--- src/rtl/fsio_pkg.sv ---
package fsio_pkg;

    localparam int BUF_BYTES = 32;
    localparam int IDX_W     = $clog2(BUF_BYTES);
    localparam int BYTE_W    = 8;
    localparam int BIT_W     = $clog2(BYTE_W);
    localparam int SYNC_FF   = 2;

    typedef logic [BYTE_W-1:0] byte_t;
    typedef logic [IDX_W-1:0]  slot_t;
    typedef logic [BIT_W-1:0]  bitpos_t;

    // serial clock edge events as seen in the system clock domain
    typedef struct packed {
        logic fall;
        logic rise;
    } sck_evt_t;

    // frame progress
    typedef struct packed {
        logic    busy;
        slot_t   byte_idx;
        bitpos_t bit_idx;
        slot_t   last;
    } frame_t;

    function automatic logic is_last_bit(bitpos_t b);
        return b == bitpos_t'(BYTE_W - 1);
    endfunction

endpackage

--- src/rtl/fsio_buf.sv ---
module fsio_buf
    import fsio_pkg::*;
(
    input  logic  clk,
    input  logic  rst,
    input  logic  busy_i,
    input  logic  sw_we_i,
    input  slot_t sw_addr_i,
    input  byte_t sw_data_i,
    input  logic  eng_we_i,
    input  slot_t eng_addr_i,
    input  byte_t eng_data_i,
    input  slot_t rd_addr_i,
    output byte_t rd_data_o,
    input  slot_t tx_addr_i,
    output byte_t tx_data_o
);

    logic [BUF_BYTES-1:0][BYTE_W-1:0] mem_q;
    logic [BUF_BYTES-1:0] eng_sel;
    logic [BUF_BYTES-1:0] sw_sel;

    // per-slot write decode; software loses to the engine and to busy
    for (genvar g = 0; g < BUF_BYTES; g++) begin : g_dec
        assign eng_sel[g] = eng_we_i && (eng_addr_i == slot_t'(g));
        assign sw_sel[g]  = sw_we_i && !busy_i && (sw_addr_i == slot_t'(g));
    end

    always_ff @(posedge clk) begin
        if (rst) begin
            mem_q <= '0;
        end else begin
            for (int i = 0; i < BUF_BYTES; i++) begin
                if (eng_sel[i])
                    mem_q[i] <= eng_data_i;
                else if (sw_sel[i])
                    mem_q[i] <= sw_data_i;
            end
        end
    end

    assign rd_data_o = mem_q[rd_addr_i];
    assign tx_data_o = mem_q[tx_addr_i];

    // no software write lands while a frame runs
    p_no_write_busy_r7: assert property (@(posedge clk) disable iff (rst)
        (busy_i && !eng_we_i) |=> (mem_q == $past(mem_q)));

endmodule

--- src/rtl/fsio_clk.sv ---
module fsio_clk
    import fsio_pkg::*;
#(
    parameter int HALF_PERIOD = 3
) (
    input  logic     clk,
    input  logic     rst,
    input  logic     busy_i,
    input  logic     slave_i,
    input  logic     sck_pin_i,
    output logic     sck_o,
    output sck_evt_t evt_o
);

    localparam int CNT_W = (HALF_PERIOD > 1) ? $clog2(HALF_PERIOD) : 1;

    logic [CNT_W-1:0] cnt_q;
    logic             sck_q;
    logic             tick;
    logic [SYNC_FF:0] sync_q;   // SYNC_FF stages plus one history flop

    assign tick = busy_i && !slave_i && (cnt_q == CNT_W'(HALF_PERIOD - 1));

    always_ff @(posedge clk) begin
        if (rst) begin
            cnt_q <= '0;
            sck_q <= 1'b1;
        end else if (busy_i && !slave_i) begin
            if (tick) begin
                cnt_q <= '0;
                sck_q <= ~sck_q;
            end else begin
                cnt_q <= cnt_q + CNT_W'(1);
            end
        end else begin
            cnt_q <= '0;
            sck_q <= 1'b1;
        end
    end

    always_ff @(posedge clk) begin
        if (rst)
            sync_q <= '1;
        else
            sync_q <= {sync_q[SYNC_FF-1:0], sck_pin_i};
    end

    logic s_now, s_prev;
    assign s_now  = sync_q[SYNC_FF-1];
    assign s_prev = sync_q[SYNC_FF];

    always_comb begin
        if (slave_i) begin
            evt_o.fall = busy_i && s_prev && !s_now;
            evt_o.rise = busy_i && !s_prev && s_now;
        end else begin
            evt_o.fall = tick && sck_q;
            evt_o.rise = tick && !sck_q;
        end
    end

    assign sck_o = sck_q;

    // the generated clock only moves on a master frame
    p_sck_hold_r2: assert property (@(posedge clk) disable iff (rst)
        (!busy_i || slave_i) |=> sck_q);

endmodule

--- src/rtl/fsio_engine.sv ---
module fsio_engine
    import fsio_pkg::*;
(
    input  logic     clk,
    input  logic     rst,
    input  logic     start_i,
    input  slot_t    len_m1_i,
    input  logic     slave_i,
    input  sck_evt_t evt_i,
    input  byte_t    tx_byte_i,
    input  logic     sdi_i,
    output logic     busy_o,
    output logic     done_o,
    output logic     irq_o,
    output logic     slave_q_o,
    output logic     sdo_o,
    output slot_t    slot_o,
    output logic     eng_we_o,
    output byte_t    eng_data_o
);

    frame_t fr;
    byte_t  rx_sr;
    logic   sdo_q, done_q, irq_q, slave_q;
    logic   byte_end;

    assign byte_end   = fr.busy && evt_i.rise && is_last_bit(fr.bit_idx);
    assign eng_we_o   = byte_end;
    assign eng_data_o = {sdi_i, rx_sr[BYTE_W-1:1]};

    always_ff @(posedge clk) begin
        if (rst) begin
            fr      <= '0;
            rx_sr   <= '0;
            sdo_q   <= 1'b1;
            done_q  <= 1'b0;
            irq_q   <= 1'b0;
            slave_q <= 1'b0;
        end else begin
            done_q <= 1'b0;
            if (!fr.busy) begin
                if (start_i) begin
                    fr.busy     <= 1'b1;
                    fr.byte_idx <= '0;
                    fr.bit_idx  <= '0;
                    fr.last     <= len_m1_i;
                    slave_q     <= slave_i;
                    irq_q       <= 1'b0;
                end
            end else begin
                if (evt_i.fall)
                    sdo_q <= tx_byte_i[fr.bit_idx];
                if (evt_i.rise) begin
                    rx_sr      <= {sdi_i, rx_sr[BYTE_W-1:1]};
                    fr.bit_idx <= fr.bit_idx + bitpos_t'(1);
                    if (byte_end) begin
                        if (fr.byte_idx == fr.last) begin
                            fr.busy <= 1'b0;
                            done_q  <= 1'b1;
                            irq_q   <= 1'b1;
                        end else begin
                            fr.byte_idx <= fr.byte_idx + slot_t'(1);
                        end
                    end
                end
            end
        end
    end

    assign busy_o    = fr.busy;
    assign done_o    = done_q;
    assign irq_o     = irq_q;
    assign slave_q_o = slave_q;
    assign sdo_o     = sdo_q;
    assign slot_o    = fr.byte_idx;

    // done marks the cycle busy has just dropped
    p_done_ends_busy_r6: assert property (@(posedge clk) disable iff (rst)
        done_q |-> (!fr.busy && $past(fr.busy)));

    // an accepted start clears the interrupt request
    p_irq_clear_r6: assert property (@(posedge clk) disable iff (rst)
        (start_i && !fr.busy) |=> !irq_q);

    // the slot index never passes the programmed count
    p_slot_bound_r5: assert property (@(posedge clk) disable iff (rst)
        fr.busy |-> (fr.byte_idx <= fr.last));

endmodule

--- src/rtl/fsio_port.sv ---
module fsio_port
    import fsio_pkg::*;
#(
    parameter int HALF_PERIOD = 3
) (
    input  logic             clk,
    input  logic             rst,
    input  logic             wr_en,
    input  logic [IDX_W-1:0] wr_addr,
    input  logic [7:0]       wr_data,
    input  logic [IDX_W-1:0] rd_addr,
    output logic [7:0]       rd_data,
    input  logic [IDX_W-1:0] frame_len_m1,
    input  logic             start,
    input  logic             slave_mode,
    output logic             busy,
    output logic             done,
    output logic             irq,
    input  logic             sck_i,
    output logic             sck_o,
    output logic             sck_oe,
    output logic             sdo,
    input  logic             sdi
);

    sck_evt_t evt;
    slot_t    slot;
    byte_t    tx_byte, eng_data;
    logic     eng_we, slave_q, sck_gen;

    fsio_buf u_buf (
        .clk        (clk),
        .rst        (rst),
        .busy_i     (busy),
        .sw_we_i    (wr_en),
        .sw_addr_i  (wr_addr),
        .sw_data_i  (wr_data),
        .eng_we_i   (eng_we),
        .eng_addr_i (slot),
        .eng_data_i (eng_data),
        .rd_addr_i  (rd_addr),
        .rd_data_o  (rd_data),
        .tx_addr_i  (slot),
        .tx_data_o  (tx_byte)
    );

    fsio_clk #(.HALF_PERIOD(HALF_PERIOD)) u_clk (
        .clk       (clk),
        .rst       (rst),
        .busy_i    (busy),
        .slave_i   (slave_q),
        .sck_pin_i (sck_i),
        .sck_o     (sck_gen),
        .evt_o     (evt)
    );

    fsio_engine u_eng (
        .clk        (clk),
        .rst        (rst),
        .start_i    (start),
        .len_m1_i   (frame_len_m1),
        .slave_i    (slave_mode),
        .evt_i      (evt),
        .tx_byte_i  (tx_byte),
        .sdi_i      (sdi),
        .busy_o     (busy),
        .done_o     (done),
        .irq_o      (irq),
        .slave_q_o  (slave_q),
        .sdo_o      (sdo),
        .slot_o     (slot),
        .eng_we_o   (eng_we),
        .eng_data_o (eng_data)
    );

    assign sck_o  = sck_gen;
    assign sck_oe = busy ? !slave_q : !slave_mode;

    // master clock rests high between frames
    p_sck_idle_r2: assert property (@(posedge clk) disable iff (rst)
        (!busy && !slave_mode) |-> sck_o);

    // in master frames data-out only moves together with a clock fall
    p_sdo_on_fall_r3: assert property (@(posedge clk) disable iff (rst)
        (busy && !slave_q && !$stable(sdo)) |-> $fell(sck_o));

    // pin driver is off for an external-clock frame
    p_slave_no_drive_r8: assert property (@(posedge clk) disable iff (rst)
        (busy && slave_q) |-> !sck_oe);

endmodule

--- config.mk ---
export PLATFORM = sky130hd
export DESIGN_NAME = fsio_port
export DESIGN_NICKNAME = d
export VERILOG_FILES = /design/src/rtl/fsio_pkg.sv /design/src/rtl/fsio_buf.sv /design/src/rtl/fsio_clk.sv /design/src/rtl/fsio_engine.sv /design/src/rtl/fsio_port.sv
export SDC_FILE = /design/constraint.sdc
export NUM_CORES = 1
export LEC_CHECK = 0
export BUFFER_PORTS_ARGS = -buffer_cell sky130_fd_sc_hd__buf_2
export CORE_UTILIZATION = 25
export DETAILED_ROUTE_END_ITERATION = 16
export HOLD_SLACK_MARGIN = 0.1
export PLACE_DENSITY_LB_ADDON = 0.12
export SETUP_SLACK_MARGIN = 0.5
export SYNTH_ARGS = -nofsm -noshare
export SYNTH_HDL_FRONTEND = slang
export SYNTH_SLANG_ARGS = --single-unit
--- constraint.sdc ---
create_clock -name clk -period 7.1 [get_ports clk]
set_input_delay 1.42 -clock clk [delete_from_list [all_inputs] [get_ports clk]]
set_output_delay 1.42 -clock clk [all_outputs]
set_load 0.05 [all_outputs]
==> impl_metrics.py <==
metrics = {
    "synth": {
        "synth-edff-count": 0,
        "async_flop_share_pct": 0,
        "synthCells": 1741,
        "synth_nets": 1780,
        "synth_area_per_cell_um2": 9.89,
        "syn-cell-area_um2": 17200,
        "ys_types": 58,
        "yosysWarnings": 0,
        "ys_seq_elements": 287,
        "ys_seq_area_share_pct": 33.4,
        "synth_ff_type": "dfxtp_1",
    },
    "cells_and_area": {
        "fin_util_pct": 28.2,
        "num_antenna_cells": 0,
        "final_common_cell": "dfxtp_1",
        "syn_to_final_growth_pct": 10.6,
        "final_cell_mix": "dfxtp_1, nor2_1, mux2i_1",
        "design_area_um2": 19100,
        "drive_gt1_share_pct": 17.0,
        "nets": 1692,
    },
    "timing": {
        "fmax_ghz": 0.183,
        "setup_ws_ns": 1.64,
        "period_share_pct": 76.9,
        "tns_ns": 0,
        "worst_pin_slew_ns": 1.26,
        "drv_slew": 0,
        "slew-limit-headroom_pct": 16.0,
        "fin_crit_ns": 5.46,
        "worst_hold_slack_ns": 0.419,
        "rsz0062_at_grt": "no",
        "clock_skew_ns": 0.0268,
        "setup_violations": 0,
        "hold_viol": 0,
    },
    "placement": {
        "dpl_cell_area_um2": 17900,
        "gp_congestion": 0.970,
        "dp_slack_ns": 1.60,
        "port_buffers": 43,
        "dp_hpwl_um": 53000,
    },
    "hold_path": {
        "hold_class": "flop to flop",
    },
    "setup_path": {
        "crit_fanout": 33,
        "cp-end-kind": "output port",
        "cp.arrival_ns": 4.04,
        "critPathLaunchType": "input pin",
        "worstSetupPathType": "input pin to output port",
        "crit_required_ns": 5.68,
    },
    "clock_tree": {
        "cts_root_buf": "clkbuf_16",
        "cts_buffers": 36,
        "tritoncts": "done",
        "cts_setup_buffers": 0,
        "cts_resized": 0,
        "cts_buffer_depth": 3,
        "clk_pin_slew_worst_paths_ns": 0.06,
        "worst_skew_pair.late_latency_ns": 0.57,
        "hold_buffers": 0,
        "cts_sinks": 287,
        "cts_max_level": 2,
    },
    "floorplan": {
        "ios": 44,
        "core_area_um2": 67600,
        "die_area_um2": 70000,
        "rows": 95,
        "die_x_um": 265,
        "initial_core_util_pct": 25.5,
        "dieHeight_um": 265,
    },
    "detailed_routing": {
        "vias": 14626,
        "vias_per_cell": 5.73,
        "drcViolationCount": 0,
        "drt_iter0_markers": 1819,
        "drt_pass1_iterations": 5,
        "drt_wl_total_um": 78300,
        "ant_nets": 0,
        "wire_per_inst_um": 30.7,
    },
    "global_routing": {
        "grt-ovfl-total": 0,
        "grt.total_usage_pct": 22.2,
        "antenna_found_initial": 2,
        "grt_pass1_wl_um": 111000,
        "grt_max_degree": 169,
        "grt_pass1_vias": 13941,
    },
    "flow_run": {
        "maxCapViolations": 0,
    },
    "power": {
        "ir_drop_v": 0.000131,
        "p_leak_nw": 7.01,
        "p_per_area_nw_per_um2": 199,
    },
    "status": {
        "outcome": "finished clean",
    },
}
[synthesized netlist by cell type (all sizes together) (4+ instances only)]
| cell | n | area share (%) |
|---|---|---|
| xor2 | 6 | 0.31 |
| or2 | 4 | 0.16 |
| nand3 | 48 | 1.4 |
| o21ai | 8 | 0.23 |
| a211oi | 230 | 10 |
| mux4 | 136 | 18 |
| o22ai | 4 | 0.15 |
| a22o | 4 | 0.20 |
| mux2 | 9 | 0.59 |
| nor2b | 7 | 0.25 |
| mux2i | 247 | 14 |
| o221ai | 5 | 0.25 |
| ha | 9 | 0.65 |
| a21oi | 23 | 0.67 |
| clkbuf | 120 | 2.6 |
| nor3 | 10 | 0.41 |
| nand3b | 8 | 0.35 |
| buf | 76 | 2.7 |
| a311oi | 32 | 1.6 |
| nand2b | 7 | 0.25 |
| inv | 6 | 0.13 |
| a22oi | 7 | 0.31 |
| dfxtp | 287 | 33 |
| nand2 | 116 | 2.5 |
| nor2 | 293 | 6.6 |
[final timing paths]
check | startpoint | endpoint | slack (ns) | depth (start not counted)
setup / recovery | rd_addr[0] | rd_data[2] | 1.64 | 6
hold / removal | u_clk.sync_q[0]$_SDFF_PP1_ | u_clk.sync_q[1]$_SDFF_PP1_ | 0.42 | 1
setup reg to reg | u_eng.slot_o[1]$_SDFFE_PP0P_ | u_eng.sdo_o$_SDFFE_PP1P_ | 3.60 | 7
hold reg to reg | u_clk.sync_q[0]$_SDFF_PP1_ | u_clk.sync_q[1]$_SDFF_PP1_ | 0.42 | 1
[registers in the layout, indices dropped and copies added (netlist names)]
signal,count
u_buf.mem_q,256
u_clk.cnt_q,2
u_clk.sck_o,1
u_clk.sync_q,3
u_eng.busy_o,1
u_eng.done_o,1
u_eng.fr,8
u_eng.irq_o,1
u_eng.rx_sr,7
u_eng.sdo_o,1
u_eng.slave_q_o,1
u_eng.slot_o,5
[layer usage]
layer  track usage [%]  routed length, µm  part of all wire, %  vias to the layer above
met2              32.9              33700                   43                      656
li1                  -                  -                    -                     6394
met5                 0                 25                0.032                        -
met3              4.98               6230                  8.0                       97
met1              32.1              36500                   47                     7475
met4              5.78               1900                  2.4                        4
[critical path, cell delays in order]
cell	delay, ns
buf_4	0.49
buf_4	0.44
mux4_2	0.55
mux4_2	0.53
mux2_2	0.34
buf_2	0.23
[final cells by class]
type	count	area [µm²]
Clock buffer	55	1070
Clock inverter	11	114
Fill cell	6981	48600
Inverter	8	30.0
Multi-Input combinational cell	1250	10500
Sequential cell	287	5750
Tap cell	873	1090
Timing Repair Buffer	70	445
[cell families (layout without fill, tap and decap cells)]
family | count (synthesis) | after routing | synth area share [%]
and+or+nand+nor | 509 | 509 | 12.7
muxes | 392 | 392 | 33.0
AOI/OAI and AO/OA | 331 | 331 | 14.4
DFF | 287 | 287 | 33.4
buffers and inverters | 204 | 144 | 5.49
adders and majority gates | 9 | 9 | 0.654
xor gates and xnor gates | 9 | 9 | 0.458
[where the power goes]
| part | switching [mW] | total, mW | internal, mW |
|---|---|---|---|
| combinational | 0.186 | 0.270 | 0.0847 |
| clock | 0.782 | 1.87 | 1.09 |
| sequential | 0.0301 | 1.65 | 1.62 |
[stage by stage]
step | instances | power [mW]
floorplan | 1741 | 1.86
global placement | 2488 | 1.96
detailed placement | 2488 | 1.96
CTS | 2554 | 3.84
global route | 2554 | 3.91
finish | 2554 | 3.79
Power figures use the tool's default switching activity.
